--- src/rtl/pio_pkg.sv ---
package pio_pkg;

  localparam int unsigned CFG_W = 8;

  typedef enum logic [2:0] {
    TRIG_LVL_HI = 3'd0,
    TRIG_LVL_LO = 3'd1,
    TRIG_RISE   = 3'd2,
    TRIG_FALL   = 3'd3,
    TRIG_BOTH   = 3'd4
  } trig_e;

  typedef struct packed {
    trig_e trig;
    logic  rsvd;
    logic  irq_en;
    logic  buf_en;
    logic  in_en;
    logic  out_en;
  } pin_cfg_t;

  localparam logic [7:0] OFS_STS = 8'h80;
  localparam logic [7:0] OFS_IN  = 8'h84;
  localparam logic [7:0] OFS_OUT = 8'h88;
  localparam logic [7:0] OFS_ALL = 8'h8C;
  localparam logic [7:0] OFS_GRP = 8'h90;
  localparam logic [7:0] OFS_CLR = 8'hA0;
  localparam logic [7:0] OFS_SET = 8'hA4;

endpackage

--- src/rtl/pio_sync.sv ---
module pio_sync #(
  parameter int unsigned W = 32
) (
  input  logic         clk,
  input  logic         rst_n,
  input  logic [W-1:0] d,
  output logic [W-1:0] q,
  output logic [W-1:0] q_prev
);

  logic [W-1:0] meta_q;
  logic [W-1:0] sync_q;
  logic [W-1:0] hist_q;

  always_ff @(posedge clk or negedge rst_n) begin
    if (!rst_n) begin
      meta_q <= '0;
      sync_q <= '0;
      hist_q <= '0;
    end else begin
      meta_q <= d;
      sync_q <= meta_q;
      hist_q <= sync_q;
    end
  end

  assign q      = sync_q;
  assign q_prev = hist_q;

endmodule

--- src/rtl/pio_cfg_bank.sv ---
module pio_cfg_bank
  import pio_pkg::*;
#(
  parameter int unsigned N_PINS = 32
) (
  input  logic                    clk,
  input  logic                    rst_n,
  input  logic [N_PINS-1:0]       wr_pin,
  input  logic                    wr_all,
  input  logic [N_PINS/8-1:0]     wr_grp,
  input  pin_cfg_t                wcfg,
  output pin_cfg_t [N_PINS-1:0]   cfg_q
);

  pin_cfg_t wcfg_clean;

  always_comb begin
    wcfg_clean      = wcfg;
    wcfg_clean.rsvd = 1'b0;
  end

  for (genvar i = 0; i < N_PINS; i++) begin : g_pin
    logic     ce;
    pin_cfg_t cfg_d;

    always_comb begin
      ce    = wr_pin[i] | wr_all | wr_grp[i/8];
      cfg_d = wcfg_clean;
    end

    always_ff @(posedge clk or negedge rst_n) begin
      if (!rst_n) begin
        cfg_q[i] <= '0;
      end else if (ce) begin
        cfg_q[i] <= cfg_d;
      end
    end
  end

endmodule

--- src/rtl/pio_irq_detect.sv ---
module pio_irq_detect
  import pio_pkg::*;
#(
  parameter int unsigned N_PINS = 32
) (
  input  logic [N_PINS-1:0]     cur,
  input  logic [N_PINS-1:0]     prev,
  input  pin_cfg_t [N_PINS-1:0] cfg,
  output logic [N_PINS-1:0]     hit
);

  for (genvar i = 0; i < N_PINS; i++) begin : g_det
    logic cond;

    always_comb begin
      case (cfg[i].trig)
        TRIG_LVL_HI: cond = cur[i];
        TRIG_LVL_LO: cond = ~cur[i];
        TRIG_RISE:   cond = cur[i] & ~prev[i];
        TRIG_FALL:   cond = ~cur[i] & prev[i];
        TRIG_BOTH:   cond = cur[i] ^ prev[i];
        default:     cond = 1'b0;
      endcase
      hit[i] = cfg[i].irq_en & cond;
    end
  end

endmodule

--- src/rtl/pio_ctrl.sv ---
module pio_ctrl
  import pio_pkg::*;
#(
  parameter int unsigned N_PINS = 32,
  parameter int unsigned AW     = 8,
  parameter int unsigned DW     = 32
) (
  input  logic              clk,
  input  logic              rst_n,
  input  logic [AW-1:0]     bus_addr,
  input  logic              bus_we,
  input  logic [DW-1:0]     bus_wdata,
  output logic [DW-1:0]     bus_rdata,
  input  logic [N_PINS-1:0] pin_i,
  output logic [N_PINS-1:0] pin_o,
  output logic [N_PINS-1:0] pin_oe,
  output logic              irq
);

  localparam int unsigned IDX_W  = $clog2(N_PINS);
  localparam int unsigned GRP_N  = N_PINS / 8;
  localparam int unsigned PIN_SZ = N_PINS * 4;

  localparam logic [AW-1:0] A_STS = AW'(OFS_STS);
  localparam logic [AW-1:0] A_IN  = AW'(OFS_IN);
  localparam logic [AW-1:0] A_OUT = AW'(OFS_OUT);
  localparam logic [AW-1:0] A_ALL = AW'(OFS_ALL);
  localparam logic [AW-1:0] A_CLR = AW'(OFS_CLR);
  localparam logic [AW-1:0] A_SET = AW'(OFS_SET);

  // reset: asserted asynchronously, released on the clock
  logic rst_meta_q;
  logic rst_sync_n;

  always_ff @(posedge clk or negedge rst_n) begin
    if (!rst_n) begin
      rst_meta_q <= 1'b0;
      rst_sync_n <= 1'b0;
    end else begin
      rst_meta_q <= 1'b1;
      rst_sync_n <= rst_meta_q;
    end
  end

  // address decode
  logic                is_pin;
  logic [IDX_W-1:0]    pin_idx;
  logic [N_PINS-1:0]   wr_pin;
  logic [GRP_N-1:0]    wr_grp;
  logic                wr_all;
  logic                wr_sts;
  logic [N_PINS-1:0]   wmask;
  pin_cfg_t            wcfg;

  always_comb begin
    is_pin  = (32'(bus_addr) < PIN_SZ);
    pin_idx = bus_addr[2 +: IDX_W];
    wr_all  = bus_we && (bus_addr == A_ALL);
    wr_sts  = bus_we && (bus_addr == A_STS);
    wmask   = bus_wdata[N_PINS-1:0];
    wcfg    = pin_cfg_t'(bus_wdata[CFG_W-1:0]);
  end

  for (genvar i = 0; i < N_PINS; i++) begin : g_wr_pin
    assign wr_pin[i] = bus_we && is_pin && (pin_idx == IDX_W'(i));
  end

  for (genvar g = 0; g < GRP_N; g++) begin : g_wr_grp
    assign wr_grp[g] = bus_we && (bus_addr == AW'(32'(OFS_GRP) + 4 * g));
  end

  // configuration storage
  pin_cfg_t [N_PINS-1:0] cfg_q;

  pio_cfg_bank #(.N_PINS(N_PINS)) i_cfg (
    .clk    (clk),
    .rst_n  (rst_sync_n),
    .wr_pin (wr_pin),
    .wr_all (wr_all),
    .wr_grp (wr_grp),
    .wcfg   (wcfg),
    .cfg_q  (cfg_q)
  );

  logic [N_PINS-1:0] out_en;
  logic [N_PINS-1:0] in_en;
  logic [N_PINS-1:0] buf_en;
  logic [N_PINS-1:0] irq_en;

  for (genvar i = 0; i < N_PINS; i++) begin : g_fields
    assign out_en[i] = cfg_q[i].out_en;
    assign in_en[i]  = cfg_q[i].in_en;
    assign buf_en[i] = cfg_q[i].buf_en;
    assign irq_en[i] = cfg_q[i].irq_en;
  end

  // input sampling and event detection
  logic [N_PINS-1:0] pin_sync;
  logic [N_PINS-1:0] pin_prev;
  logic [N_PINS-1:0] hit;
  logic [N_PINS-1:0] in_val;

  pio_sync #(.W(N_PINS)) i_sync (
    .clk    (clk),
    .rst_n  (rst_sync_n),
    .d      (pin_i),
    .q      (pin_sync),
    .q_prev (pin_prev)
  );

  pio_irq_detect #(.N_PINS(N_PINS)) i_det (
    .cur  (pin_sync),
    .prev (pin_prev),
    .cfg  (cfg_q),
    .hit  (hit)
  );

  assign in_val = pin_sync & in_en;

  // output word
  logic [N_PINS-1:0] out_q;
  logic [N_PINS-1:0] out_d;
  logic              out_ce;

  always_comb begin
    out_ce = 1'b0;
    out_d  = out_q;
    if (bus_we) begin
      case (bus_addr)
        A_OUT: begin out_ce = 1'b1; out_d = wmask;          end
        A_SET: begin out_ce = 1'b1; out_d = out_q | wmask;  end
        A_CLR: begin out_ce = 1'b1; out_d = out_q & ~wmask; end
        default: ;
      endcase
    end
  end

  always_ff @(posedge clk or negedge rst_sync_n) begin
    if (!rst_sync_n) begin
      out_q <= '0;
    end else if (out_ce) begin
      out_q <= out_d;
    end
  end

  // pending register: clear-by-one, new events win over a clear
  logic [N_PINS-1:0] sts_q;
  logic [N_PINS-1:0] sts_d;
  logic [N_PINS-1:0] sts_clr;
  logic              sts_ce;

  always_comb begin
    sts_clr = wr_sts ? wmask : '0;
    sts_d   = (sts_q & ~sts_clr) | hit;
    sts_ce  = wr_sts | (|hit);
  end

  always_ff @(posedge clk or negedge rst_sync_n) begin
    if (!rst_sync_n) begin
      sts_q <= '0;
    end else if (sts_ce) begin
      sts_q <= sts_d;
    end
  end

  // read path
  always_comb begin
    bus_rdata = '0;
    if (is_pin) begin
      bus_rdata = DW'(cfg_q[pin_idx]);
    end else begin
      case (bus_addr)
        A_STS:   bus_rdata = DW'(sts_q);
        A_IN:    bus_rdata = DW'(in_val);
        A_OUT:   bus_rdata = DW'(out_q);
        default: bus_rdata = '0;
      endcase
    end
  end

  assign pin_o  = out_q & out_en;
  assign pin_oe = buf_en;
  assign irq    = |sts_q;

endmodule

--- config.mk ---
export PLATFORM = sky130hd
export DESIGN_NAME = pio_ctrl
export DESIGN_NICKNAME = d
export VERILOG_FILES = /design/src/rtl/pio_pkg.sv /design/src/rtl/pio_sync.sv /design/src/rtl/pio_cfg_bank.sv /design/src/rtl/pio_irq_detect.sv /design/src/rtl/pio_ctrl.sv
export SDC_FILE = /design/constraint.sdc
export NUM_CORES = 1
export LEC_CHECK = 0
export CAP_MARGIN = 20
export CORE_MARGIN = 2
export CORE_UTILIZATION = 59
export CTS_CLUSTER_DIAMETER = 60
export DETAILED_ROUTE_END_ITERATION = 16
export GPL_TIMING_DRIVEN = 0
export PLACE_DENSITY = 0.81
export SYNTH_ARGS = -nofsm -noshare
export SYNTH_HDL_FRONTEND = slang
export SYNTH_SLANG_ARGS = --single-unit
--- constraint.sdc ---
create_clock -name clk -period 13.99 [get_ports clk]
set_clock_uncertainty 0.15 [all_clocks]
set_input_delay 4.197 -clock clk [delete_from_list [all_inputs] [get_ports clk]]
set_output_delay 4.197 -clock clk [all_outputs]
set_load 0.01 [all_outputs]
==> results of run 1 <==
state kept, by name (all words and copies together) (netlist names):
name,count
rst_meta_q,1
i_cfg.cfg_q,224
out_q,32
i_sync.meta_q,32
rst_sync_n,1
sts_q,32
i_sync.q_prev,32
i_sync.q,32
logic make-up (layout without fill, tap and decap cells):
logic type / after synthesis / after routing / synth area share [%]
flops: 386 / 386 / 47.6
compound gates: 355 / 355 / 14.1
mux: 325 / 325 / 20.5
simple gates: 318 / 318 / 7.77
buf+inv: 216 / 463 / 4.78
fa+ha+maj: 64 / 64 / 3.95
xor+xnor: 27 / 27 / 1.17
other cells: 1 / 2 / 0.0185
placed cells by master (no fill, tap or decap), drive strengths merged, types with 7 or more instances in the layout:
cell type        n
clkinv           8
nor2           100
nand2           69
o211a            8
mux2           235
o21ai           68
a211o           25
ha              64
mux2i           49
dfrtp          386
nand4           22
clkbuf         144
a22o            50
nand3           14
mux4            41
nor3            20
a21oi           29
a221o           15
a221oi          12
a211oi          24
xnor2           26
inv             68
o31ai            7
a32o            25
o221ai          38
nor2b           23
nor4             9
and2            35
buf             69
a32oi           33
clkdlybuf4s50  168
power by group through the flow:
stage / combinational, mW / sequential, mW / clock [mW]
6_report: 0.608 / 1.46 / 1.15
5_1_grt: 0.644 / 1.48 / 1.21
4_1_cts: 0.598 / 1.45 / 1.16
3_5_place_dp: 0.591 / 1.47 / 0
3_3_place_gp: 0.543 / 1.48 / 0
2_1_floorplan: 0.396 / 1.41 / 0
area by class of cell:
type	instances	area share, %
repair buffers	174	7.66
diodes	1	0.0104
plain buffers	148	2.96
clock buffers	59	5.08
multi-input cells	1090	40.0
clock inverters	14	0.851
flip-flops and latches	386	40.1
well taps	448	2.32
inverters	68	1.06
critical path, cell delays in order:
cell	delay (ps)
sky130_fd_sc_hd__clkdlybuf4s50_1	710
sky130_fd_sc_hd__clkbuf_1	350
sky130_fd_sc_hd__buf_1	870
sky130_fd_sc_hd__buf_2	560
sky130_fd_sc_hd__mux2i_1	390
sky130_fd_sc_hd__o221ai_1	160
sky130_fd_sc_hd__a211oi_1	680
sky130_fd_sc_hd__o22ai_1	250
sky130_fd_sc_hd__clkdlybuf4s50_1	540
per-stage QoR:
stage / setup TNS, ps / cells
CTS: 0 / 2387
floorplan: 0 / 1692
finish: 0 / 2388
global placement: -718410 / 2308
global route: 0 / 2387
detailed placement: 0 / 2314
cell usage after synthesis, drive strengths merged (4+ instances only):
library cell  count  area share, %
nor3             20           0.49
and3              4           0.12
a211o            25            1.1
mux2            235             14
nor2            100            1.9
inv              67            1.2
o221ai           38            1.6
a21oi            29           0.90
buf              63            2.0
nand4            22           0.68
o211a             8           0.39
nand2b            4           0.12
and2             35            1.1
nand2            69            1.3
a211oi           24           0.89
a22o             50            2.2
nor2b            23           0.71
a221oi           12           0.52
nand3            14           0.35
dfrtp           386             48
ha               64            3.9
clkbuf           85            1.6
a32o             25            1.2
a221o            15           0.74
xnor2            26            1.1
o31ai             7           0.26
a32oi            33            1.4
o32ai             5           0.22
mux4             41            4.6
mux2i            49            2.4
nor4              9           0.31
o21ai            68            1.9
layer usage:
metal,up-vias,GRT usage (%)
met5,-,0
met4,2,18.7
li1,6711,-
met1,8207,51.2
met3,259,11.5
met2,1120,56.4
how the worst max path moves through the flow:
stage,end,cells past startpoint
6_report,bus_rdata[7],9
4_1_cts,bus_rdata[7],9
3_3_place_gp,i_sync.meta_q[18],0
5_1_grt,bus_rdata[7],9
3_5_place_dp,bus_rdata[7],9
2_1_floorplan,i_cfg.cfg_q[0],0
==> metrics.log, run 1 <==
INFO  metric timing.critical_path.required = 9640 ps
INFO  metric clock_insertion_delay_worst_skew = 530 ps
INFO  metric final_design_area_no_fill = 24100 um^2
INFO  metric count_of_flip_flops_with_a_built_in_enable_after_synthesis = 0
INFO  metric seq_area_frac_synth = 47.6%
INFO  metric criticalPathCategory = input port to output port
INFO  metric vias_per_cell = 6.83
INFO  metric setup_violations = 0
INFO  metric pwr-share-clk = 35.8%
INFO  metric syn-instance-count = 1692
INFO  metric cts_made_buffers = 41
INFO  metric crit-reg2reg-launch = i_cfg.cfg_q[165]
INFO  metric die-area = 35900 um^2
INFO  metric place_hpwl = 47900 um
INFO  metric yosysWarnings = 0
INFO  metric status = finished, final reports clean
INFO  metric worst_hold_path_type = flip-flop to async pin
INFO  metric clock_tree.buffer_depth = 3
INFO  metric detail_route.drc_violations = 0
INFO  metric final_util = 71.6%
INFO  metric met2_length = 29900 um
INFO  metric die_w = 189 um
INFO  metric post_dp_cell_area = 22700 um^2
INFO  metric worst_pin_slew = 1200 ps
INFO  metric initial_utilization = 60.2%
INFO  metric postCtsSetupBuffers = 0
INFO  metric synth-async-reset-ratio = 100%
INFO  metric met1_length = 25500 um
INFO  metric die_height = 189 um
INFO  metric setup.reg_to_reg.worst_slack = 12320 ps
INFO  metric grt_max_degree = 75
INFO  metric rsz_0062_raised_after_global_routing = no
INFO  metric detail-route-antenna-nets = 0
INFO  metric standard_cell_rows = 67
INFO  metric syn2layout_area_growth = 19.0%
INFO  metric timing.critical_path.fanout_max = 10
INFO  metric storage_element_area = 9660 um^2
INFO  metric pin_count = 172
INFO  metric endpoint_kind = output port
INFO  metric report.power.total = 3.22 mW
INFO  metric synth_cell_types = 64
INFO  metric drv_slew = 0
INFO  metric highest_layer = met5
INFO  metric power.share.combinational = 18.9%
INFO  metric drt_first_iter_violations = 2018
INFO  metric clk_pin_slew_worst_paths = 60 ps
INFO  metric max_slew_margin = 20.3%
INFO  metric grt_pass1_wl = 102000 um
INFO  metric multiInputGateArea = 9650 um^2
INFO  metric synth_ff_type = sky130_fd_sc_hd__dfrtp_1
INFO  metric timing.critical_path.from_type = input port
INFO  metric grt-ovfl-total = 0
INFO  metric grtUsageTotal = 38.0%
INFO  metric grt_antenna_before_repair = 2
INFO  metric report.final.hold_viol_count = 0
INFO  metric layout_setup_ws = 911 ps
INFO  metric switching_share = 28.2%
INFO  metric detailroute.via_count = 16300
INFO  metric post-route-min-period = 13080 ps
INFO  metric worst_r2r_path_depth = 5
INFO  metric port_buffers = 168
INFO  metric timing.rr.end = sts_q[20]
INFO  metric fin_nets = 2048
INFO  metric ctsRootBufferMaster = sky130_fd_sc_hd__clkbuf_16
INFO  metric gp_congestion = 0.995
INFO  metric cts_htree_levels = 2
INFO  metric postCtsResizedCells = 0
INFO  metric timing.hold.ws = 72.2 ps
INFO  metric power.net_switching = 909 uW
INFO  metric grt_pass1_vias = 16200
INFO  metric power_frac_seq = 45.3%
INFO  metric synth-seq-cells = 386
INFO  metric worst-endpoint-arrival = 8730 ps
INFO  metric core_area = 33700 um^2
INFO  metric post_route_cells_drive_above_1_share = 22.3%
INFO  metric worst_ir_drop_vdd = 0.107 mV
INFO  metric cts_tree = done
INFO  metric p_int = 2.31 mW
INFO  metric setup.worst_path.start = bus_addr[3]
INFO  metric first_pass_iters = 6
INFO  metric achievable-frequency = 0.0765 GHz
INFO  metric routed_wire_length_per_instance = 28.4 um
INFO  metric layout_worst_path_cycle_share = 93.5%
INFO  metric synth_area_per_cell = 12.0 um^2
INFO  metric mappedNetlistArea = 20300 um^2
INFO  metric cts.sink_count = 386
INFO  metric fill_cells = 2338
INFO  metric maxCapViolCount = 0
INFO  metric detail_route.wirelength = 67800 um
INFO  metric power_density = 134 nW/um^2
INFO  metric post-place-ws = 1350 ps
INFO  metric postSynthNetCount = 1831
INFO  metric route.met3.wl = 8560 um
INFO  metric leakagePower = 10.5 nW
INFO  metric cts_hold_buf = 0
(Power assumes the default switching activity.)
==> run 2: changes to the inputs <==
--- a/config.mk
+++ b/config.mk
@@ -12,6 +12,7 @@
 export DETAILED_ROUTE_END_ITERATION = 16
 export GPL_TIMING_DRIVEN = 0
 export PLACE_DENSITY = 0.81
+export SKIP_CTS_REPAIR_TIMING = 1
 export SYNTH_ARGS = -nofsm -noshare
 export SYNTH_HDL_FRONTEND = slang
 export SYNTH_SLANG_ARGS = --single-unit
==> results of run 2 <==
Final layout, timing and power as in run 1 (identical DEF).
